**config.mk**
```make
export PLATFORM = sky130hd
export DESIGN_NAME = i2c_dma_req_alert
export DESIGN_NICKNAME = d
export VERILOG_FILES = /design/src/rtl/i2cdr_pkg.sv /design/src/rtl/i2cdr_byte_cnt.sv /design/src/rtl/i2cdr_req_gen.sv /design/src/rtl/i2cdr_alert_det.sv /design/src/rtl/i2c_dma_req_alert.sv
export SDC_FILE = /design/constraint.sdc
export NUM_CORES = 1
export LEC_CHECK = 0
export CAP_MARGIN = 20
export CORE_ASPECT_RATIO = 1.25
export CORE_MARGIN = 3
export CORE_UTILIZATION = 30
export DETAILED_ROUTE_END_ITERATION = 16
export GPL_TIMING_DRIVEN = 0
export SLEW_MARGIN = 5
export SYNTH_ARGS = -nofsm -noshare
export SYNTH_HDL_FRONTEND = slang
export SYNTH_SLANG_ARGS = --single-unit
```
**constraint.sdc**
```tcl
create_clock -name clk -period 1.6 [get_ports clk]
set_input_delay 0.48 -clock clk [delete_from_list [all_inputs] [get_ports clk]]
set_output_delay 0.48 -clock clk [all_outputs]
set_load 0.005 [all_outputs]
```
**src/rtl/i2cdr_pkg.sv**
```systemverilog
package i2cdr_pkg;
   typedef enum logic {DIR_TX = 1'b0, DIR_RX = 1'b1} xfer_dir_e;
   localparam int unsigned MIN_SYNC = 2;
endpackage

```
**src/rtl/i2cdr_byte_cnt.sv**
```systemverilog
module i2cdr_byte_cnt #(
   parameter int unsigned CNT_W = 8
) (
   input  logic             clk,
   input  logic             rst_n,
   input  logic             load,
   input  logic [CNT_W-1:0] load_val,
   input  logic             byte_done,
   output logic             byte_ok,
   output logic             live,
   output logic             last,
   output logic             done,
   output logic [CNT_W-1:0] left
);
   localparam logic [CNT_W-1:0] ONE = CNT_W'(1);

   logic [CNT_W-1:0] cnt_q;
   logic             armed_q;

   assign live    = (cnt_q != '0);
   assign byte_ok = byte_done & live;
   assign last    = (cnt_q == ONE);
   assign done    = armed_q & ~live;
   assign left    = cnt_q;

   always_ff @(posedge clk or negedge rst_n) begin
      if (!rst_n) begin
         cnt_q   <= '0;
         armed_q <= 1'b0;
      end else begin
         if (load) begin
            cnt_q   <= load_val;
            armed_q <= 1'b1;
         end else if (byte_ok) begin
            cnt_q <= cnt_q - ONE;
         end
      end
   end
endmodule

```
**src/rtl/i2cdr_req_gen.sv**
```systemverilog
module i2cdr_req_gen
   import i2cdr_pkg::*;
#(
   parameter bit EN_REG = 1'b1
) (
   input  logic      clk,
   input  logic      rst_n,
   input  logic      tx_en,
   input  logic      rx_en,
   input  xfer_dir_e dir,
   input  logic      byte_ok,
   input  logic      live,
   input  logic      txd_wr,
   input  logic      rx_take,
   output logic      tx_req,
   output logic      rx_req
);
   logic tx_en_eff, rx_en_eff;
   logic tx_empty_q, rx_full_q;

   generate
      if (EN_REG) begin : g_en_reg
         logic tx_en_q, rx_en_q;
         always_ff @(posedge clk or negedge rst_n) begin
            if (!rst_n) begin
               tx_en_q <= 1'b0;
               rx_en_q <= 1'b0;
            end else begin
               tx_en_q <= tx_en;
               rx_en_q <= rx_en;
            end
         end
         assign tx_en_eff = tx_en_q;
         assign rx_en_eff = rx_en_q;
      end else begin : g_en_comb
         assign tx_en_eff = tx_en;
         assign rx_en_eff = rx_en;
      end
   endgenerate

   always_ff @(posedge clk or negedge rst_n) begin
      if (!rst_n) begin
         tx_empty_q <= 1'b1;
         rx_full_q  <= 1'b0;
      end else begin
         if (txd_wr)
            tx_empty_q <= 1'b0;
         else if (byte_ok && dir == DIR_TX)
            tx_empty_q <= 1'b1;
         if (byte_ok && dir == DIR_RX)
            rx_full_q <= 1'b1;
         else if (rx_take)
            rx_full_q <= 1'b0;
      end
   end

   assign tx_req = tx_empty_q & tx_en_eff & (dir == DIR_TX) & live & ~txd_wr;
   assign rx_req = rx_full_q & rx_en_eff & ~rx_take;
endmodule

```
**src/rtl/i2cdr_alert_det.sv**
```systemverilog
module i2cdr_alert_det #(
   parameter int unsigned SYNC_STAGES = 2
) (
   input  logic clk,
   input  logic rst_n,
   input  logic alert_n,
   input  logic arm,
   input  logic clr,
   output logic flag
);
   logic [SYNC_STAGES-1:0] sync_q;
   logic                   prev_q;
   logic                   flag_q;
   logic                   fall;

   genvar gi;
   generate
      for (gi = 0; gi < SYNC_STAGES; gi++) begin : g_sync
         always_ff @(posedge clk or negedge rst_n) begin
            if (!rst_n)
               sync_q[gi] <= 1'b1;
            else if (gi == 0)
               sync_q[gi] <= alert_n;
            else
               sync_q[gi] <= sync_q[(gi == 0) ? 0 : gi-1];
         end
      end
   endgenerate

   assign fall = prev_q & ~sync_q[SYNC_STAGES-1];

   always_ff @(posedge clk or negedge rst_n) begin
      if (!rst_n) begin
         prev_q <= 1'b1;
         flag_q <= 1'b0;
      end else begin
         prev_q <= sync_q[SYNC_STAGES-1];
         flag_q <= (fall & arm) | (flag_q & ~clr);
      end
   end

   assign flag = flag_q;
endmodule

```
**src/rtl/i2c_dma_req_alert.sv**
```systemverilog
module i2c_dma_req_alert
   import i2cdr_pkg::*;
#(
   parameter int unsigned CNT_W       = 8,
   parameter int unsigned SYNC_STAGES = 2,
   parameter bit          EN_REG      = 1'b1
) (
   input  logic             clk,
   input  logic             rst_n,
   input  logic             cfg_tx_dma_en,
   input  logic             cfg_rx_dma_en,
   input  logic             cfg_dir_rx,
   input  logic             cfg_pec_en,
   input  logic             cfg_host_mode,
   input  logic             cfg_alert_en,
   input  logic             cfg_err_ie,
   input  logic             cnt_load,
   input  logic [CNT_W-1:0] cnt_value,
   input  logic             eng_byte_done,
   input  logic             txd_wr,
   input  logic             rxd_rd,
   input  logic             dma_rx_ack,
   input  logic             smb_alert_n,
   input  logic             alert_clr,
   output logic             dma_tx_req,
   output logic             dma_rx_req,
   output logic [CNT_W-1:0] bytes_left,
   output logic             xfer_done,
   output logic             pec_next,
   output logic             alert_flag,
   output logic             err_irq
);
   generate
      if (CNT_W < 2) begin : g_bad_cnt
         $error("CNT_W must be at least 2");
      end
      if (SYNC_STAGES < MIN_SYNC) begin : g_bad_sync
         $error("SYNC_STAGES below minimum");
      end
   endgenerate

   logic byte_ok, live, last;
   xfer_dir_e dir;

   assign dir = xfer_dir_e'(cfg_dir_rx);

   i2cdr_byte_cnt #(.CNT_W(CNT_W)) u_cnt (
      .clk       (clk),
      .rst_n     (rst_n),
      .load      (cnt_load),
      .load_val  (cnt_value),
      .byte_done (eng_byte_done),
      .byte_ok   (byte_ok),
      .live      (live),
      .last      (last),
      .done      (xfer_done),
      .left      (bytes_left)
   );

   i2cdr_req_gen #(.EN_REG(EN_REG)) u_req (
      .clk     (clk),
      .rst_n   (rst_n),
      .tx_en   (cfg_tx_dma_en),
      .rx_en   (cfg_rx_dma_en),
      .dir     (dir),
      .byte_ok (byte_ok),
      .live    (live),
      .txd_wr  (txd_wr),
      .rx_take (rxd_rd | dma_rx_ack),
      .tx_req  (dma_tx_req),
      .rx_req  (dma_rx_req)
   );

   i2cdr_alert_det #(.SYNC_STAGES(SYNC_STAGES)) u_alert (
      .clk     (clk),
      .rst_n   (rst_n),
      .alert_n (smb_alert_n),
      .arm     (cfg_host_mode & cfg_alert_en),
      .clr     (alert_clr),
      .flag    (alert_flag)
   );

   assign pec_next = cfg_pec_en & last;
   assign err_irq  = alert_flag & cfg_err_ie;
endmodule

```
==> run_results.csv, run 1 <==
group,metric,value,unit
route,route.vias.total,949,
timing,final_max_slew_viol_count,0,
global_route,grt_max_degree,18,
clock_network,ctsHtreeMaxLevel,1,
logic_synthesis,syn-instance-count,94,
place,hpwlAfterDp,1.73,mm
worst_setup_path,cpLargestDelayFamily,"simple AND/OR/NAND/NOR gates",
logic_synthesis,synth_cell_type_count,37,
place,placed_cells,165,
min_path,hold_class,"register to register",
worst_setup_path,cp_slowest_stage_delay,0.57,ns
logic_synthesis,ys_async_sr_fraction,100,%
run,maxCapViolCount,0,
floorplanning,coreArea,2760,µm²
global_route,grt_pass1_vias,913,
clock_network,clk_path_buf_depth,2,
run_status,status,"complete, but fails checks",
clock_network,clock_sinks,17,
clock_network,number_of_buffers_added_by_the_clock_tree_synthesis_step,3,
min_path,hold_sp,"u_alert.sync_q[0]",
clock_network,number_of_hold_buffers_added_after_cts,0,
floorplanning,die_width,54.9,µm
worst_setup_path,logic_depth_of_the_worst_register_to_register_path,4,
worst_setup_path,worstPathCellList,"or4_4 -> nor4_4 -> buf_2",
clock_network,clk_root_buffer_cell,"clkbuf_4",
logic_synthesis,mappedNetlistArea,896,µm²
route,routed_wl,2.60,mm
worst_setup_path,timing.critical_path.required,1.12,ns
worst_setup_path,worst_r2r_startpoint,"u_cnt.left[0]",
logic_synthesis,synth-warning-count,0,
route,antenna_left,0,
route,routed_wire_length_per_instance,14.0,µm
timing,hold_violations,0,
route,detailedRoute.firstPassIterationCount,4,
worst_setup_path,critical-path-slowest-cell,"or4_4",
global_route,grt_total_ovfl,0,
global_route,gr-usage-all-layers,15.7,%
power_and_ir_drop,leakagePower,0.000657,µW
timing,fin_worst_skew,0.00324,ns
floorplanning,die_span_y,67.1,µm
place,gp_congestion,0.800,
run_status,violated_checks,"setup timing",
worst_setup_path,worst_setup_path_start_kind,"register",
logic_synthesis,synthesis_stage_register_bit_count,17,
logic_synthesis,dominantRegCellSynth,"dfrtp_1",
logic_synthesis,synth_sequential_area_ratio,48.0,%
logic_synthesis,library_cell_with_the_largest_summed_area_after_synthesis,"dfrtp_1",
power_and_ir_drop,ir_worst_vdd,0.435,mV
logic_synthesis,synth_largest_type_area_fraction,36.3,%
floorplanning,initial_util,32.5,%
worst_setup_path,path_max_fanout,2,
place,placed_area,1350,µm²
layout,drive_gt1_share,35.5,%
timing,final_min_period_over_clock_period,128,%
worst_setup_path,r2r-end,"u_cnt.left[7]",
global_route,wire_length_of_the_first_global_routing_pass,4.14,mm
power_and_ir_drop,power.density,730,nW/µm²
worst_setup_path,crit_buf_inv,1,
route,drt-vias-per-instance,5.10,
global_route,grt_antenna_before_repair,0,
clock_network,clk_latency,0.29,ns
floorplanning,die-area,3680,µm²
floorplanning,boundaryPins,38,
worst_setup_path,crit_type,"register to output port",
timing,timing.final.setup_violations,13,
clock_network,clkSlewWorstSetupHoldPaths,0.11,ns
place,portBuffers,37,
clock_network,clock_tree_from_tritoncts,"done",
route,remaining_drc_errors,0,
timing,finalCriticalPeriod,2.04,ns
timing,timing.slew.headroom,49.6,%
timing,peak_clock_frequency_supported_by_timing,490,MHz
min_path,whs_endpoint,"u_alert.sync_q[1]",
timing,max_slew.worst_pin.slew,0.754,ns
logic_synthesis,synthesis.nets,121,
worst_setup_path,worst_ep_arrival_time,1.56,ns
layout,nNetsFinal,180,
layout,final_cells,186,
worst_setup_path,cp-startpoint,"u_cnt.left[4]",
min_path,whs_path_depth,0,
timing,rsz0062_at_grt,"yes",
floorplanning,floorplan.rows,21,
worst_setup_path,end_kind,"output port",
logic_synthesis,post_synth_main_area_contributors,"dfrtp_1 36%, dfstp_2 12%, ha_1 4.2%, o21ai_0 3.9%, nand3_1 3.4%",
layout,design_area,1550,µm²
worst_setup_path,timing.reg2reg.setup_slack,-0.26,ns
layout,n_antenna_cell,0,
layout,area_delta_synth_final,72.5,%
route,initial_drc_count,23,
logic_synthesis,syn_avg_cell_area,9.53,µm²
timing,setup_slack_of_the_critical_path_after_layout,-0.441,ns
logic_synthesis,number_of_enable_type_register_cells_in_the_synthesized_netlist,0,
## cell families after synthesis
group / Yosys count / share of synthesized area (%)
compound gates: 23 / 17.2
fa+ha+maj: 3 / 4.19
buf+inv: 11 / 4.75
flops: 17 / 48.0
simple gates: 40 / 25.8
## per-layer routing
layer	up-vias	GRT usage, %	wire length [µm]
met4	0	5.92	25
met5	-	0	0
li1	468	-	-
met3	2	2.91	149
met1	455	21.3	1140
met2	24	24.3	1290
## synth_stat cells (all sizes together), types with 2 or more instances
master,n
dfrtp,13
o21ai,8
inv,7
nand2,7
nand3,6
nor2,6
dfstp,4
a21oi,3
ha,3
o2111ai,3
a31oi,2
and2,2
and3,2
clkbuf,2
nor3,2
nor3b,2
nor4,2
or4,2
## through the flow
stage / setup slack (ns) / total power (µW) / setup TNS [ns] / hold slack (ns) / utilization, %
2_1_floorplan: -0.0949 / 635 / -0.255 / 0.184 / -
3_3_place_gp: -0.720 / 790 / -5.96 / 0.347 / 48.9
3_5_place_dp: -0.735 / 795 / -6.03 / 0.347 / 48.9
4_1_cts: -0.456 / 1120 / -2.18 / 0.365 / 55.0
5_1_grt: -0.485 / 1200 / -3.25 / 0.367 / 56.0
6_report: -0.441 / 1130 / -2.31 / 0.363 / 56.0
## area by class of cell
type                       instances  area, µm²
inverter                           8       30.0
tap                               34       42.5
multi-input combinational         66        502
clock buffer                       3       22.5
fill                             253       1210
timing repair buffer              55        485
clock inverter                     1       7.51
buffer                             2       18.8
sequential                        17        437
## worst register-to-register path, cell delays in order (launching register included)
cell and delay, ns:
dfrtp_2 0.43, buf_6 0.13, or4b_4 0.54, or4_1 0.53, a31oi_1 0.17
## flip-flops by register name (all words and copies together), names as in the netlist
register and count:
u_req.rx_full_q 1, u_cnt.left 8, u_alert.prev_q 1, u_alert.sync_q 2
u_req.g_en_reg.tx_en_q 1, u_alert.flag 1, u_req.g_en_reg.rx_en_q 1, u_cnt.armed_q 1
u_req.tx_empty_q 1
## cell usage in the layout, fill, tap and decap left out, drive strengths merged, types with 2 or more instances in the layout
cell	n
o2111ai	3
a31oi	2
nor3	2
nand2	7
clkdlybuf4s50	20
nor2	6
and3	2
nor4	2
dfstp	4
clkdlybuf4s15	5
clkbuf	6
a21oi	3
inv	7
o21ai	8
ha	3
buf	25
or4	2
and2	2
nand3	6
nor3b	2
dlygate4sd2	4
dfrtp	13
## worst max path at each step
| stage | depth (start not counted) | slack [ns] | end |
|---|---|---|---|
| detailed placement | 4 | -0.74 | u_cnt.left[7] |
| global route | 3 | -0.49 | pec_next |
| global placement | 4 | -0.72 | u_cnt.left[7] |
| floorplan | 3 | -0.09 | pec_next |
| CTS | 3 | -0.46 | pec_next |
| finish | 3 | -0.44 | pec_next |
## power by group
group	switching, µW	total (µW)	internal (µW)
Sequential	28.5	501	472
Combinational	170	386	216
Clock	146	241	94.9
## repair_timing
item | CTS | global route
gates resized for setup | 55 | 17
pin swaps | 7 | 10
endpoints found under the hold margin | 0 | 0
setup endpoints to repair | 23 | 20
buffers inserted | 16 | 4
(Power assumes the default switching activity.)
==> run 2, diff against run 1 <==
- RECOVER_POWER: default -> 100
==> run_results.csv, run 2 (synthesis gave the netlist of run 1 again) <==
group,metric,value,unit
run_status,status,"complete, but fails checks",
run_status,violated_checks,"setup timing",
worst_setup_path,critical-path-slowest-cell,"or4_4",
place,placed_area,1350,µm²
worst_setup_path,end_kind,"output port",
layout,n_fill_cell,254,
worst_setup_path,worst_ep_arrival_time,1.56,ns
power_and_ir_drop,pwr-share-comb,33.7,%
clock_network,number_of_hold_buffers_added_after_cts,0,
clock_network,clock_sinks,17,
floorplanning,coreArea,2760,µm²
timing,fin_worst_skew,0.00240,ns
worst_setup_path,path_max_fanout,2,
place,portBuffers,37,
timing,timing.final.setup_violations,13,
power_and_ir_drop,leakagePower,0.000656,µW
min_path,hold_class,"register to register",
clock_network,clkSlewWorstSetupHoldPaths,0.11,ns
route,route.vias.total,941,
floorplanning,die_width,54.9,µm
floorplanning,floorplan.rows,21,
route,routed_wire_length_per_instance,13.9,µm
floorplanning,die-area,3680,µm²
power_and_ir_drop,power_frac_clock,21.6,%
clock_network,clock_tree_from_tritoncts,"done",
place,hpwlAfterDp,1.73,mm
power_and_ir_drop,power_report.internal_total,774,µW
worst_setup_path,timing.critical_path.to,"pec_next",
worst_setup_path,cp_slowest_stage_delay,0.57,ns
route,initial_drc_count,27,
timing,final_max_slew_viol_count,0,
global_route,gr-usage-all-layers,15.7,%
min_path,hold_sp,"u_alert.sync_q[0]",
layout,ff_latch_area,437,µm²
global_route,grt_pass1_vias,913,
route,routed_wl,2.59,mm
timing,hold_violations,0,
clock_network,ctsHtreeMaxLevel,1,
layout,design_area,1530,µm²
run,maxCapViolCount,0,
route,remaining_drc_errors,0,
clock_network,clk_path_buf_depth,2,
worst_setup_path,r2r-end,"u_cnt.left[7]",
worst_setup_path,worstPathCellList,"or4_4 -> nor4_4 -> buf_2",
layout,area_delta_synth_final,71.1,%
floorplanning,die_span_y,67.1,µm
layout,multi_input_comb_area,499,µm²
layout,largest_reg_flops,8,
floorplanning,initial_util,32.5,%
global_route,grt_antenna_before_repair,0,
worst_setup_path,logic_depth_of_the_worst_register_to_register_path,4,
power_and_ir_drop,switching_power,341,µW
timing,setup_slack_of_the_critical_path_after_layout,-0.442,ns
layout,mostFrequentLayoutCell,"clkdlybuf4s50_1",
layout,nNetsFinal,180,
clock_network,clk_latency,0.29,ns
worst_setup_path,worst_setup_path_start_kind,"register",
power_and_ir_drop,seq_power_share,44.7,%
timing,timing.slew.headroom,49.6,%
worst_setup_path,cpLargestDelayFamily,"simple AND/OR/NAND/NOR gates",
clock_network,number_of_buffers_added_by_the_clock_tree_synthesis_step,3,
worst_setup_path,crit_type,"register to output port",
worst_setup_path,worst_r2r_startpoint,"u_cnt.left[0]",
layout,mostFrequentLayoutCells,"14 x clkdlybuf4s50_1, 13 x buf_4, 8 x dfrtp_1, 7 x nand2_1",
power_and_ir_drop,ir_worst_vdd,0.434,mV
route,antenna_left,0,
timing,peak_clock_frequency_supported_by_timing,490,MHz
layout,drive_gt1_share,34.2,%
global_route,grt_max_degree,18,
worst_setup_path,cp-startpoint,"u_cnt.left[4]",
power_and_ir_drop,power.switching_fraction,30.6,%
floorplanning,boundaryPins,38,
global_route,grt_total_ovfl,0,
timing,rsz0062_at_grt,"yes",
route,detailedRoute.firstPassIterationCount,4,
timing,finalCriticalPeriod,2.04,ns
power_and_ir_drop,power.total,1110,µW
worst_setup_path,timing.reg2reg.setup_slack,-0.30,ns
power_and_ir_drop,power.density,727,nW/µm²
route,drt-vias-per-instance,5.06,
worst_setup_path,crit_buf_inv,1,
layout,n_antenna_cell,0,
global_route,wire_length_of_the_first_global_routing_pass,4.14,mm
timing,final_min_period_over_clock_period,128,%
timing,max_slew.worst_pin.slew,0.754,ns
place,gp_congestion,0.800,
clock_network,clk_root_buffer_cell,"clkbuf_4",
worst_setup_path,timing.critical_path.required,1.12,ns
worst_setup_path,cp.depth,3,
[run 2: cell count changes in the layout (fill, tap and decap cells not counted)]
cell,delta
buf_6,-2
clkbuf_2,+1
clkbuf_4,+1
clkdlybuf4s50_1,-6
dlygate4sd3_1,+6
inv_1,+1
inv_2,-1
nor2_1,+1
nor2_2,-1
[run 2: worst register-to-register path: stages, from the launching register on]
cell and delay (ns):
dfrtp_2 0.42, clkbuf_2 0.16, or4b_4 0.56, or4_1 0.53
a31oi_1 0.17
[run 2: area by class of cell]
type                            instances  share of cell area, %
Buffer                                  2                   1.22
Clock buffer                            3                   1.47
Clock inverter                          1                  0.490
Inverter                                8                   1.96
Multi-Input combinational cell         66                   32.6
Sequential cell                        17                   28.5
Tap cell                               34                   2.78
Timing Repair Buffer                   55                   31.0
[run 2: layer usage]
metal | track usage [%] | vias up | routed length (µm)
met5 | 0 | - | 0
met4 | 5.92 | 0 | 25
met3 | 2.91 | 2 | 122
met2 | 24.3 | 18 | 1290
met1 | 21.3 | 456 | 1150
li1 | - | 465 | -
[run 2: power groups by stage]
| stage | clock network (µW) | registers, µW | logic (µW) |
|---|---|---|---|
| 4_1_cts | 250 | 498 | 369 |
| 6_report | 240 | 499 | 376 |
| 3_5_place_dp | 0 | 523 | 272 |
| 2_1_floorplan | 0 | 515 | 119 |
| 3_3_place_gp | 0 | 520 | 271 |
| 5_1_grt | 271 | 503 | 413 |
[run 2: how the worst min path moves through the flow]
stage                                    to  cells past startpoint
after floorplan                u_alert.flag                      0
after global placement    u_alert.sync_q[1]                      0
after detailed placement  u_alert.sync_q[1]                      0
after CTS                 u_alert.sync_q[1]                      0
after global routing      u_alert.sync_q[1]                      0
final                     u_alert.sync_q[1]                      0
[run 2: what timing repair did]
action | 4_1_cts | 5_1_grt
resized for setup | 55 | 17
endpoints found under the setup margin | 23 | 20
buffers inserted | 16 | 4
pin swaps | 7 | 10
[run 2: through the flow]
stage	hold slack [ns]	worst slack, ns	utilization (%)	std cells	TNS (ns)
floorplan	0.184	-0.0949	-	94	-0.255
global placement	0.347	-0.720	48.9	165	-5.96
detailed placement	0.347	-0.735	48.9	165	-6.03
CTS	0.365	-0.456	55.0	184	-2.18
global route	0.367	-0.485	55.6	186	-3.46
finish	0.363	-0.442	55.6	186	-2.53
